==> config.mk <==
export PLATFORM = sky130hd
export DESIGN_NAME = instr_cost_calc
export DESIGN_NICKNAME = d
export VERILOG_FILES = /design/src/rtl/instr_cost_pkg.sv /design/src/rtl/instr_fmt_classify.sv /design/src/rtl/instr_dual_cost.sv /design/src/rtl/instr_cost_merge.sv /design/src/rtl/instr_cost_calc.sv
export SDC_FILE = /design/constraint.sdc
export NUM_CORES = 1
export LEC_CHECK = 0
export ABC_CLOCK_PERIOD_IN_PS = 5990
export BUFFER_PORTS_ARGS = -buffer_cell sky130_fd_sc_hd__buf_4
export CAP_MARGIN = 20
export CELL_PAD_IN_SITES_DETAIL_PLACEMENT = 0
export CELL_PAD_IN_SITES_GLOBAL_PLACEMENT = 1
export CORE_UTILIZATION = 32
export DETAILED_ROUTE_END_ITERATION = 12
export PLACE_DENSITY = 0.92
export SYNTH_ARGS = -nofsm -noshare
export SYNTH_HDL_FRONTEND = slang
export SYNTH_SLANG_ARGS = --single-unit
==> constraint.sdc <==
create_clock -name clk -period 5.99 [get_ports clk]
set_clock_uncertainty 0.1 [all_clocks]
set_input_delay 0.8985 -clock clk [delete_from_list [all_inputs] [get_ports clk]]
set_output_delay 0.8985 -clock clk [all_outputs]
set_load 0.05 [all_outputs]
==> src/rtl/instr_cost_pkg.sv <==
package instr_cost_pkg;

    parameter int INSTR_W = 16;
    parameter int REG_W   = 4;
    parameter int LEN_W   = 2;
    parameter int CYC_W   = 3;

    localparam logic [REG_W-1:0] PC_REG  = REG_W'(0);
    localparam logic [REG_W-1:0] CG_LO   = REG_W'(2);
    localparam logic [REG_W-1:0] CG_HI   = REG_W'(3);
    localparam logic [3:0]       OP_CMP  = 4'h9;
    localparam logic [3:0]       OP_BIT  = 4'hB;

    typedef enum logic [1:0] {
        FMT_DUAL   = 2'd0,
        FMT_SINGLE = 2'd1,
        FMT_JUMP   = 2'd2,
        FMT_NONE   = 2'd3
    } fmt_e;

    typedef enum logic [1:0] {
        SM_REG   = 2'b00,
        SM_INDEX = 2'b01,
        SM_IND   = 2'b10,
        SM_AUTO  = 2'b11
    } src_mode_e;

    typedef struct packed {
        logic [LEN_W-1:0] len;
        logic [CYC_W-1:0] cyc;
        fmt_e             fmt;
        logic             bad;
    } cost_info_t;

    localparam cost_info_t IDLE_INFO = '{len: '0, cyc: '0, fmt: FMT_NONE, bad: 1'b0};

    function automatic logic is_const_src(input logic [REG_W-1:0] r, input src_mode_e m);
        return (r == CG_HI) || ((r == CG_LO) && (m == SM_IND || m == SM_AUTO));
    endfunction

    function automatic logic op_stores(input logic [3:0] op);
        return (op != OP_CMP) && (op != OP_BIT);
    endfunction

endpackage

==> src/rtl/instr_fmt_classify.sv <==
module instr_fmt_classify
    import instr_cost_pkg::*;
(
    input  logic [INSTR_W-1:0] word_i,
    output fmt_e               fmt_o,
    output logic               bad_o
);
    always_comb begin
        if (word_i[15:12] >= 4'd4)
            fmt_o = FMT_DUAL;
        else if (word_i[15:13] == 3'b001)
            fmt_o = FMT_JUMP;
        else if (word_i[15:10] == 6'b000100)
            fmt_o = FMT_SINGLE;
        else
            fmt_o = FMT_NONE;
        bad_o = (fmt_o == FMT_NONE);
    end
endmodule

==> src/rtl/instr_dual_cost.sv <==
module instr_dual_cost
    import instr_cost_pkg::*;
(
    input  logic [INSTR_W-1:0] word_i,
    output logic [LEN_W-1:0]   len_o,
    output logic [CYC_W-1:0]   cyc_o
);
    logic [3:0]       op;
    logic [REG_W-1:0] sreg;
    logic [REG_W-1:0] dreg;
    logic             dst_idx;
    src_mode_e        smode;
    logic             stores;

    assign op      = word_i[15:12];
    assign sreg    = word_i[11:8];
    assign dst_idx = word_i[7];
    assign smode   = src_mode_e'(word_i[5:4]);
    assign dreg    = word_i[3:0];
    assign stores  = op_stores(op);

    always_comb begin
        len_o = LEN_W'(1);
        cyc_o = CYC_W'(1);
        if (!is_const_src(sreg, smode)) begin
            unique case (smode)
                SM_INDEX: begin
                    cyc_o = cyc_o + CYC_W'(2);
                    len_o = len_o + LEN_W'(1);
                end
                SM_IND:   cyc_o = cyc_o + CYC_W'(1);
                SM_AUTO: begin
                    cyc_o = cyc_o + CYC_W'(1);
                    if (sreg == PC_REG)
                        len_o = len_o + LEN_W'(1);
                end
                default: ;
            endcase
        end
        if (dst_idx) begin
            cyc_o = cyc_o + CYC_W'(2);
            len_o = len_o + LEN_W'(1);
            if (stores)
                cyc_o = cyc_o + CYC_W'(1);
        end else if (dreg == PC_REG && stores) begin
            cyc_o = cyc_o + CYC_W'(1);
        end
    end
endmodule

==> src/rtl/instr_cost_merge.sv <==
module instr_cost_merge
    import instr_cost_pkg::*;
(
    input  logic             valid_i,
    input  fmt_e             fmt_i,
    input  logic             bad_i,
    input  logic [LEN_W-1:0] dual_len_i,
    input  logic [CYC_W-1:0] dual_cyc_i,
    output cost_info_t       info_o
);
    always_comb begin
        info_o     = IDLE_INFO;
        info_o.fmt = fmt_i;
        info_o.bad = bad_i;
        unique case (fmt_i)
            FMT_DUAL: begin
                info_o.len = dual_len_i;
                info_o.cyc = dual_cyc_i;
            end
            FMT_JUMP: begin
                info_o.len = LEN_W'(1);
                info_o.cyc = CYC_W'(2);
            end
            default: ;
        endcase
        if (!valid_i)
            info_o = IDLE_INFO;
    end
endmodule

==> src/rtl/instr_cost_calc.sv <==
module instr_cost_calc
    import instr_cost_pkg::*;
#(
    parameter bit REGISTERED = 1'b1
) (
    input  logic               clk,
    input  logic               rst,
    input  logic               in_valid,
    input  logic [INSTR_W-1:0] instr,
    output logic [LEN_W-1:0]   len_words,
    output logic [CYC_W-1:0]   cycles,
    output logic [1:0]         fmt,
    output logic               illegal
);
    fmt_e             fmt_c;
    logic             bad_c;
    logic [LEN_W-1:0] dual_len;
    logic [CYC_W-1:0] dual_cyc;
    cost_info_t       info_n;
    cost_info_t       info_out;

    instr_fmt_classify u_class (
        .word_i (instr),
        .fmt_o  (fmt_c),
        .bad_o  (bad_c)
    );

    instr_dual_cost u_dual (
        .word_i (instr),
        .len_o  (dual_len),
        .cyc_o  (dual_cyc)
    );

    instr_cost_merge u_merge (
        .valid_i    (in_valid),
        .fmt_i      (fmt_c),
        .bad_i      (bad_c),
        .dual_len_i (dual_len),
        .dual_cyc_i (dual_cyc),
        .info_o     (info_n)
    );

    generate
        if (REGISTERED) begin : g_reg
            cost_info_t info_q;
            always_ff @(posedge clk) begin
                if (rst)
                    info_q <= IDLE_INFO;
                else if (in_valid)
                    info_q <= info_n;
            end
            assign info_out = info_q;

            a_r11_hold: assert property (@(posedge clk) disable iff (rst)
                !in_valid |=> $stable(info_q));
            a_r2_jump_cost: assert property (@(posedge clk) disable iff (rst)
                (in_valid && instr[15:13] == 3'b001) |=>
                    (len_words == LEN_W'(1) && cycles == CYC_W'(2) && fmt == 2'd2));
            a_r8_dst_index_len: assert property (@(posedge clk) disable iff (rst)
                (in_valid && instr[15:12] >= 4'd4 && instr[7]) |=>
                    (len_words >= LEN_W'(2) && cycles >= CYC_W'(3)));
        end else begin : g_comb
            assign info_out = info_n;

            a_r12_idle: assert property (@(posedge clk) disable iff (rst)
                !in_valid |-> (len_words == '0 && cycles == '0 && fmt == 2'd3 && !illegal));
        end
    endgenerate

    assign len_words = info_out.len;
    assign cycles    = info_out.cyc;
    assign fmt       = info_out.fmt;
    assign illegal   = info_out.bad;

    a_r10_empty_when_untimed: assert property (@(posedge clk) disable iff (rst)
        (illegal || fmt == 2'd1) |-> (len_words == '0 && cycles == '0));
    a_r1_illegal_code: assert property (@(posedge clk) disable iff (rst)
        illegal |-> fmt == 2'd3);
    a_r3_cycles_cover_words: assert property (@(posedge clk) disable iff (rst)
        fmt == 2'd0 |-> (CYC_W'(len_words) <= cycles && len_words != '0));
endmodule

=== Word-level counts from Yosys, hierarchy flattened ===
Index checks and enable logic that the tools add are counted.
Widths: inputs -> output; s select.

* Register bits: 8
* Input bits: 19
* Word-level logic and storage cells: 42

* Add/sub/neg operators: 4
* $lt $le $gt $ge: 1
* Equality and inequality tests: 11
* Muxes and demuxes: 13
* Reductions and logical operators: 9

{| class="wikitable"
|+ Operator list
! cell !! number
|-
| $mux 2 || 6
|-
| $mux 3 || 4
|-
| $pmux 5 s2 || 1
|-
| $eq 2x2->1 const B || 4
|-
| $eq 4x2->1 const B || 2
|-
| $logic_not 4->1 || 2
|-
| $ne 4x4->1 const B || 2
|-
| $pmux 2 s2 || 2
|-
| $add 3x1->3 const B || 2
|-
| $eq 6x3->1 const B || 1
|-
| $ge 4x3->1 const B || 1
|-
| $add 3x2->3 const B || 1
|-
| $eq 3x1->1 const B || 1
|-
| $logic_and 1x1->1 || 3
|-
| $add 2x1->2 const B || 1
|-
| $eq 2x1->1 const B || 1
|-
| $logic_not 2->1 || 1
|-
| $logic_or 1x1->1 || 2
|-
| $reduce_or 2->1 || 1
|}

=== Depth between registers and ports, before layout ===
* Depth in word-level cells: 10
* Depth in mapped cells: 7
* Mapped depth without buffers: 7

=== Modules after synthesis ===
From an unflattened synthesis, not the netlist that was laid out.

* Cell total of the unflattened synthesis: 71
* Area, all modules: 581.8 µm²

{| class="wikitable"
|+ By module, submodules not included
! module !! instances !! cells each !! area an instance (µm²) !! sequential area each (µm²)
|-
| instr_cost_calc || 1 || 26 || 292.8 || 160.2
|-
| instr_dual_cost || 1 || 29 || 193.9 || 0.0
|-
| instr_cost_merge || 1 || 11 || 61.3 || 0.0
|-
| instr_fmt_classify || 1 || 5 || 33.8 || 0.0
|}

=== Least setup slack after synthesis ===
No wires, ideal clock.

* Path type: input port to flip-flop
* Start point: in instr[11]
* End point: reg g_reg.info_q (netlist bit cycles[1])
* Library setup time: 86 ps
* Arrival: 2,319 ps
* Data required time: 5,804 ps
* Path slack: 3,484 ps
* Stages on the path: 7
* Path buffers: 0
* Path through: or3b_1 o22a_2 ha_1 nor2_1 a31oi_1 o31ai_1 a221oi_2

* Cells in the longest elaborated chain, start to end: 9
* Elaborated cells between the ends (all ways): 18
* Those cells by class: add/sub: 3; eq/ne: 4; mux: 8; reduce/logical: 3

{| class="wikitable"
|+ RTL lines
! element !! line !! RTL
|-
| start, declared || instr_cost_calc.sv:9 || <nowiki>input logic [INSTR_W-1:0] instr,</nowiki>
|-
| $eq 4x2->1 || instr_cost_pkg.sv:38 || <nowiki>return (r == CG_HI) || ((r == CG_LO) && (m == SM_IND || m == SM_AUTO));</nowiki>
|-
| $logic_and 1x1->1 || instr_cost_pkg.sv:38 ||
|-
| $logic_or 1x1->1 || instr_cost_pkg.sv:38 ||
|-
| $mux 3 || instr_dual_cost.sv:25 || <nowiki>if (!is_const_src(sreg, smode)) begin</nowiki>
|-
| $add 3x2->3 || instr_dual_cost.sv:41 || <nowiki>cyc_o = cyc_o + CYC_W'(2);</nowiki>
|-
| $add 3x1->3 || instr_dual_cost.sv:44 || <nowiki>cyc_o = cyc_o + CYC_W'(1);</nowiki>
|-
| $mux 3 || instr_dual_cost.sv:43 || <nowiki>if (stores)</nowiki>
|-
| $mux 3 || instr_dual_cost.sv:40 || <nowiki>if (dst_idx) begin</nowiki>
|-
| $pmux 5 s2 (*) || instr_cost_merge.sv:15 || <nowiki>unique case (fmt_i)</nowiki>
|-
| end signal, assigned || instr_cost_calc.sv:50 || <nowiki>info_q <= info_n;</nowiki>
|-
| end, declared || instr_cost_calc.sv:45 || <nowiki>cost_info_t info_q;</nowiki>
|}

Mark *: on every way between the ends. The rest lies on a longest branch, timed or not.
A chain may end at the register's enable or synchronous reset.

=== Worst setup path in the final report ===
Ends and elaborated chain as after synthesis.

==> impl_metrics.py <==
metrics = {
    "final_layout": {
        "synthToLayoutAreaGrowth_pct": 41.5,
        "drive_gt1_share_pct": 36.0,
        "antennaDiodeCount": 0,
        "nets": 112,
        "num-fill-cells": 162,
    },
    "critical_path": {
        "crit_start": "instr[11]",
        "reg2reg_depth": 4,
        "crit_type": "input port to flop",
        "worstReg2RegStart": "cycles[1]$_SDFFE_PP0P_",
        "end_kind": "flop",
        "critPathRequiredTime_ns": 6.06,
        "worstPathMaxFanout": 5,
        "slowest_stage": "or3b_1",
        "critPathArrivalTime_ns": 2.54,
        "slowest_delay_ns": 0.38,
        "crit_path_start_kind": "input port",
        "path_cells": "buf_4 -> or3b_1 -> o22a_2 -> ha_1 -> nor2_1 -> a31oi_1 -> o31ai_1 -> a221oi_2",
    },
    "synthesis": {
        "synth_seq_cells": 8,
        "synth_area_leader_cell": "dfxtp_1",
        "ys.warnings.count": 0,
        "netlist_area_um2": 524,
        "synth_area_leaders": "dfxtp_1 (31%), o21ai_0 (5.7%), inv_1 (5.7%)",
        "ys.flop_type": "dfxtp_1",
        "synth_async_sr_flop_share_pct": 0,
        "syn_inst": 64,
        "synth_nets": 85,
        "yosysSeqAreaShare_pct": 30.5,
        "synth_top_cell_area_share_pct": 30.5,
        "avgSynthCellArea_um2": 8.19,
        "synth_edf_count": 0,
        "ys_types": 30,
        "synth_common_cells": "dfxtp_1 (8), inv_1 (8), o21ai_0 (6)",
    },
    "timing": {
        "layout_min_cycle_time_ns": 2.48,
        "rsz0062_at_grt": "false",
        "slew_violations": 0,
        "slew_headroom_pct": 65.4,
        "setup_viol": 0,
        "whs_ns": 0.358,
        "fmax_mhz": 404,
        "tns_ns": 0,
        "hold_viol_final": 0,
        "tightestPinTransition_ns": 0.513,
        "fin_crit_sh_pct": 41.3,
    },
    "detailed_routing": {
        "num_vias": 565,
        "antenna_left": 0,
        "drt_iter0_drc": 14,
        "avgViaCountPerCell": 5.38,
        "wl_per_cell_um": 11.2,
        "dr.pass1.iters": 4,
        "drc": 0,
        "drt-total-wl_um": 1180,
    },
    "global_route": {
        "grt_pass1_wl_um": 1780,
        "overflow": 0,
        "grt_pass1_vias": 455,
        "grt_max_degree": 12,
        "grt_use_total_pct": 13.4,
        "antenna_found_initial": 0,
    },
    "clocking": {
        "clk_path_buf_depth": 2,
        "cts_hold_buf": 0,
        "cts_htree_levels": 1,
        "numCtsBuffers": 3,
        "root_buffer": "clkbuf_4",
        "cts_resized": 0,
        "cts_sinks": 8,
        "cts_setup_buffers": 0,
        "clk_pin_slew_worst_paths_ns": 0.05,
        "cts_tree": "built",
        "clock_latency_ns": 0.25,
    },
    "placement": {
        "place_congestion": 0.812,
        "port_buffers": 25,
        "place_hpwl_um": 966,
    },
    "floorplan": {
        "die_h_um": 42.5,
        "die_x_um": 42.5,
        "rows": 14,
        "initial_core_util_pct": 34.4,
        "io_pins": 27,
        "die_area_um2": 1800,
        "core_um2": 1520,
    },
    "power": {
        "p_leak_nw": 0.345,
        "ir_worst_vdd_mv": 0.0643,
        "powerDensity_nw_per_um2": 202,
        "p_total_w": 0.000150,
    },
    "min_path": {
        "worstHoldPathCells": 2,
        "min-delay-start": "fmt[0]$_SDFFE_PP1P_",
        "min_path_type": "flop to flop",
    },
    "job": {
        "drv_cap": 0,
    },
    "run_status": {
        "status": "finished clean",
    },
}
report_power, final:
| group | internal, W | switching (W) |
|---|---|---|
| Sequential | 0.0000571 | 0.00000171 |
| Combinational | 0.0000220 | 0.0000291 |
| Clock | 0.0000228 | 0.0000172 |
final timing paths:
check,endpoint,slack (ns)
max,cycles[1]$_SDFFE_PP0P_,3.51
min,fmt[0]$_SDFFE_PP1P_,0.36
max reg2reg,cycles[1]$_SDFFE_PP0P_,4.92
min reg2reg,fmt[0]$_SDFFE_PP1P_,0.36
cells in the final DEF, fill, tap and decap left out, types with 2 or more instances in the layout:
cell,netlist,routed
nand3_1,2,2
clkbuf_4,0,3
and2_1,2,2
dfxtp_1,8,8
nor2_1,5,5
o21ai_0,6,6
nand2_1,2,2
o32ai_1,3,3
ha_1,2,2
a21oi_1,3,3
buf_4,0,25
a31oi_1,3,3
inv_1,8,8
state kept, by name, summed over array words and instances, names as in the netlist:
signal     cells
cycles         3
fmt            2
illegal        1
len_words      2
critical path: cells and delay by family:
family	cells	cell delay (ns)
and+or+nand+nor	2	0.42
buffers and inverters	1	0.12
AOI/OAI and AO/OA	4	0.82
adders and majority gates	1	0.29
metrics by stage:
step / setup WS, ns / area [µm²] / std cells / util, %
after CTS: 3.54 / 742 / 105 / 48.7
after floorplan: 3.48 / 524 / 64 / -
after global routing: 3.46 / 742 / 105 / 48.7
after global placement: 3.32 / 719 / 102 / 47.2
after detailed placement: 3.28 / 719 / 102 / 47.2
final: 3.51 / 742 / 105 / 48.7
cell families after synthesis:
family                   after synthesis  share of synthesized area, %
flip-flops                             8                          30.5
AND/OR/NAND/NOR                       19                          21.5
adder cells (fa/ha/maj)                2                          4.77
buffers and inverters                 11                          8.11
multiplexers                           1                          2.86
AO/OA/AOI/OAI                         21                          28.9
XOR/XNOR                               2                          3.34
routing by layer:
layer	up-vias	share of wire (%)	track usage, %
li1	289	-	-
met1	241	43	14.0
met4	0	2.6	11.3
met3	4	7.2	3.02
met2	31	48	22.5
met5	-	0	0
area by class of cell:
| class | count | area (µm²) | area share, % |
|---|---|---|---|
| flip-flops and latches | 8 | 160 | 21.6 |
| repair buffers | 25 | 188 | 25.3 |
| multi-input cells | 45 | 322 | 43.3 |
| inverters | 8 | 30.0 | 4.05 |
| clock buffers | 3 | 22.5 | 3.04 |
| well taps | 16 | 20.0 | 2.70 |
(Power assumes the default switching activity.)
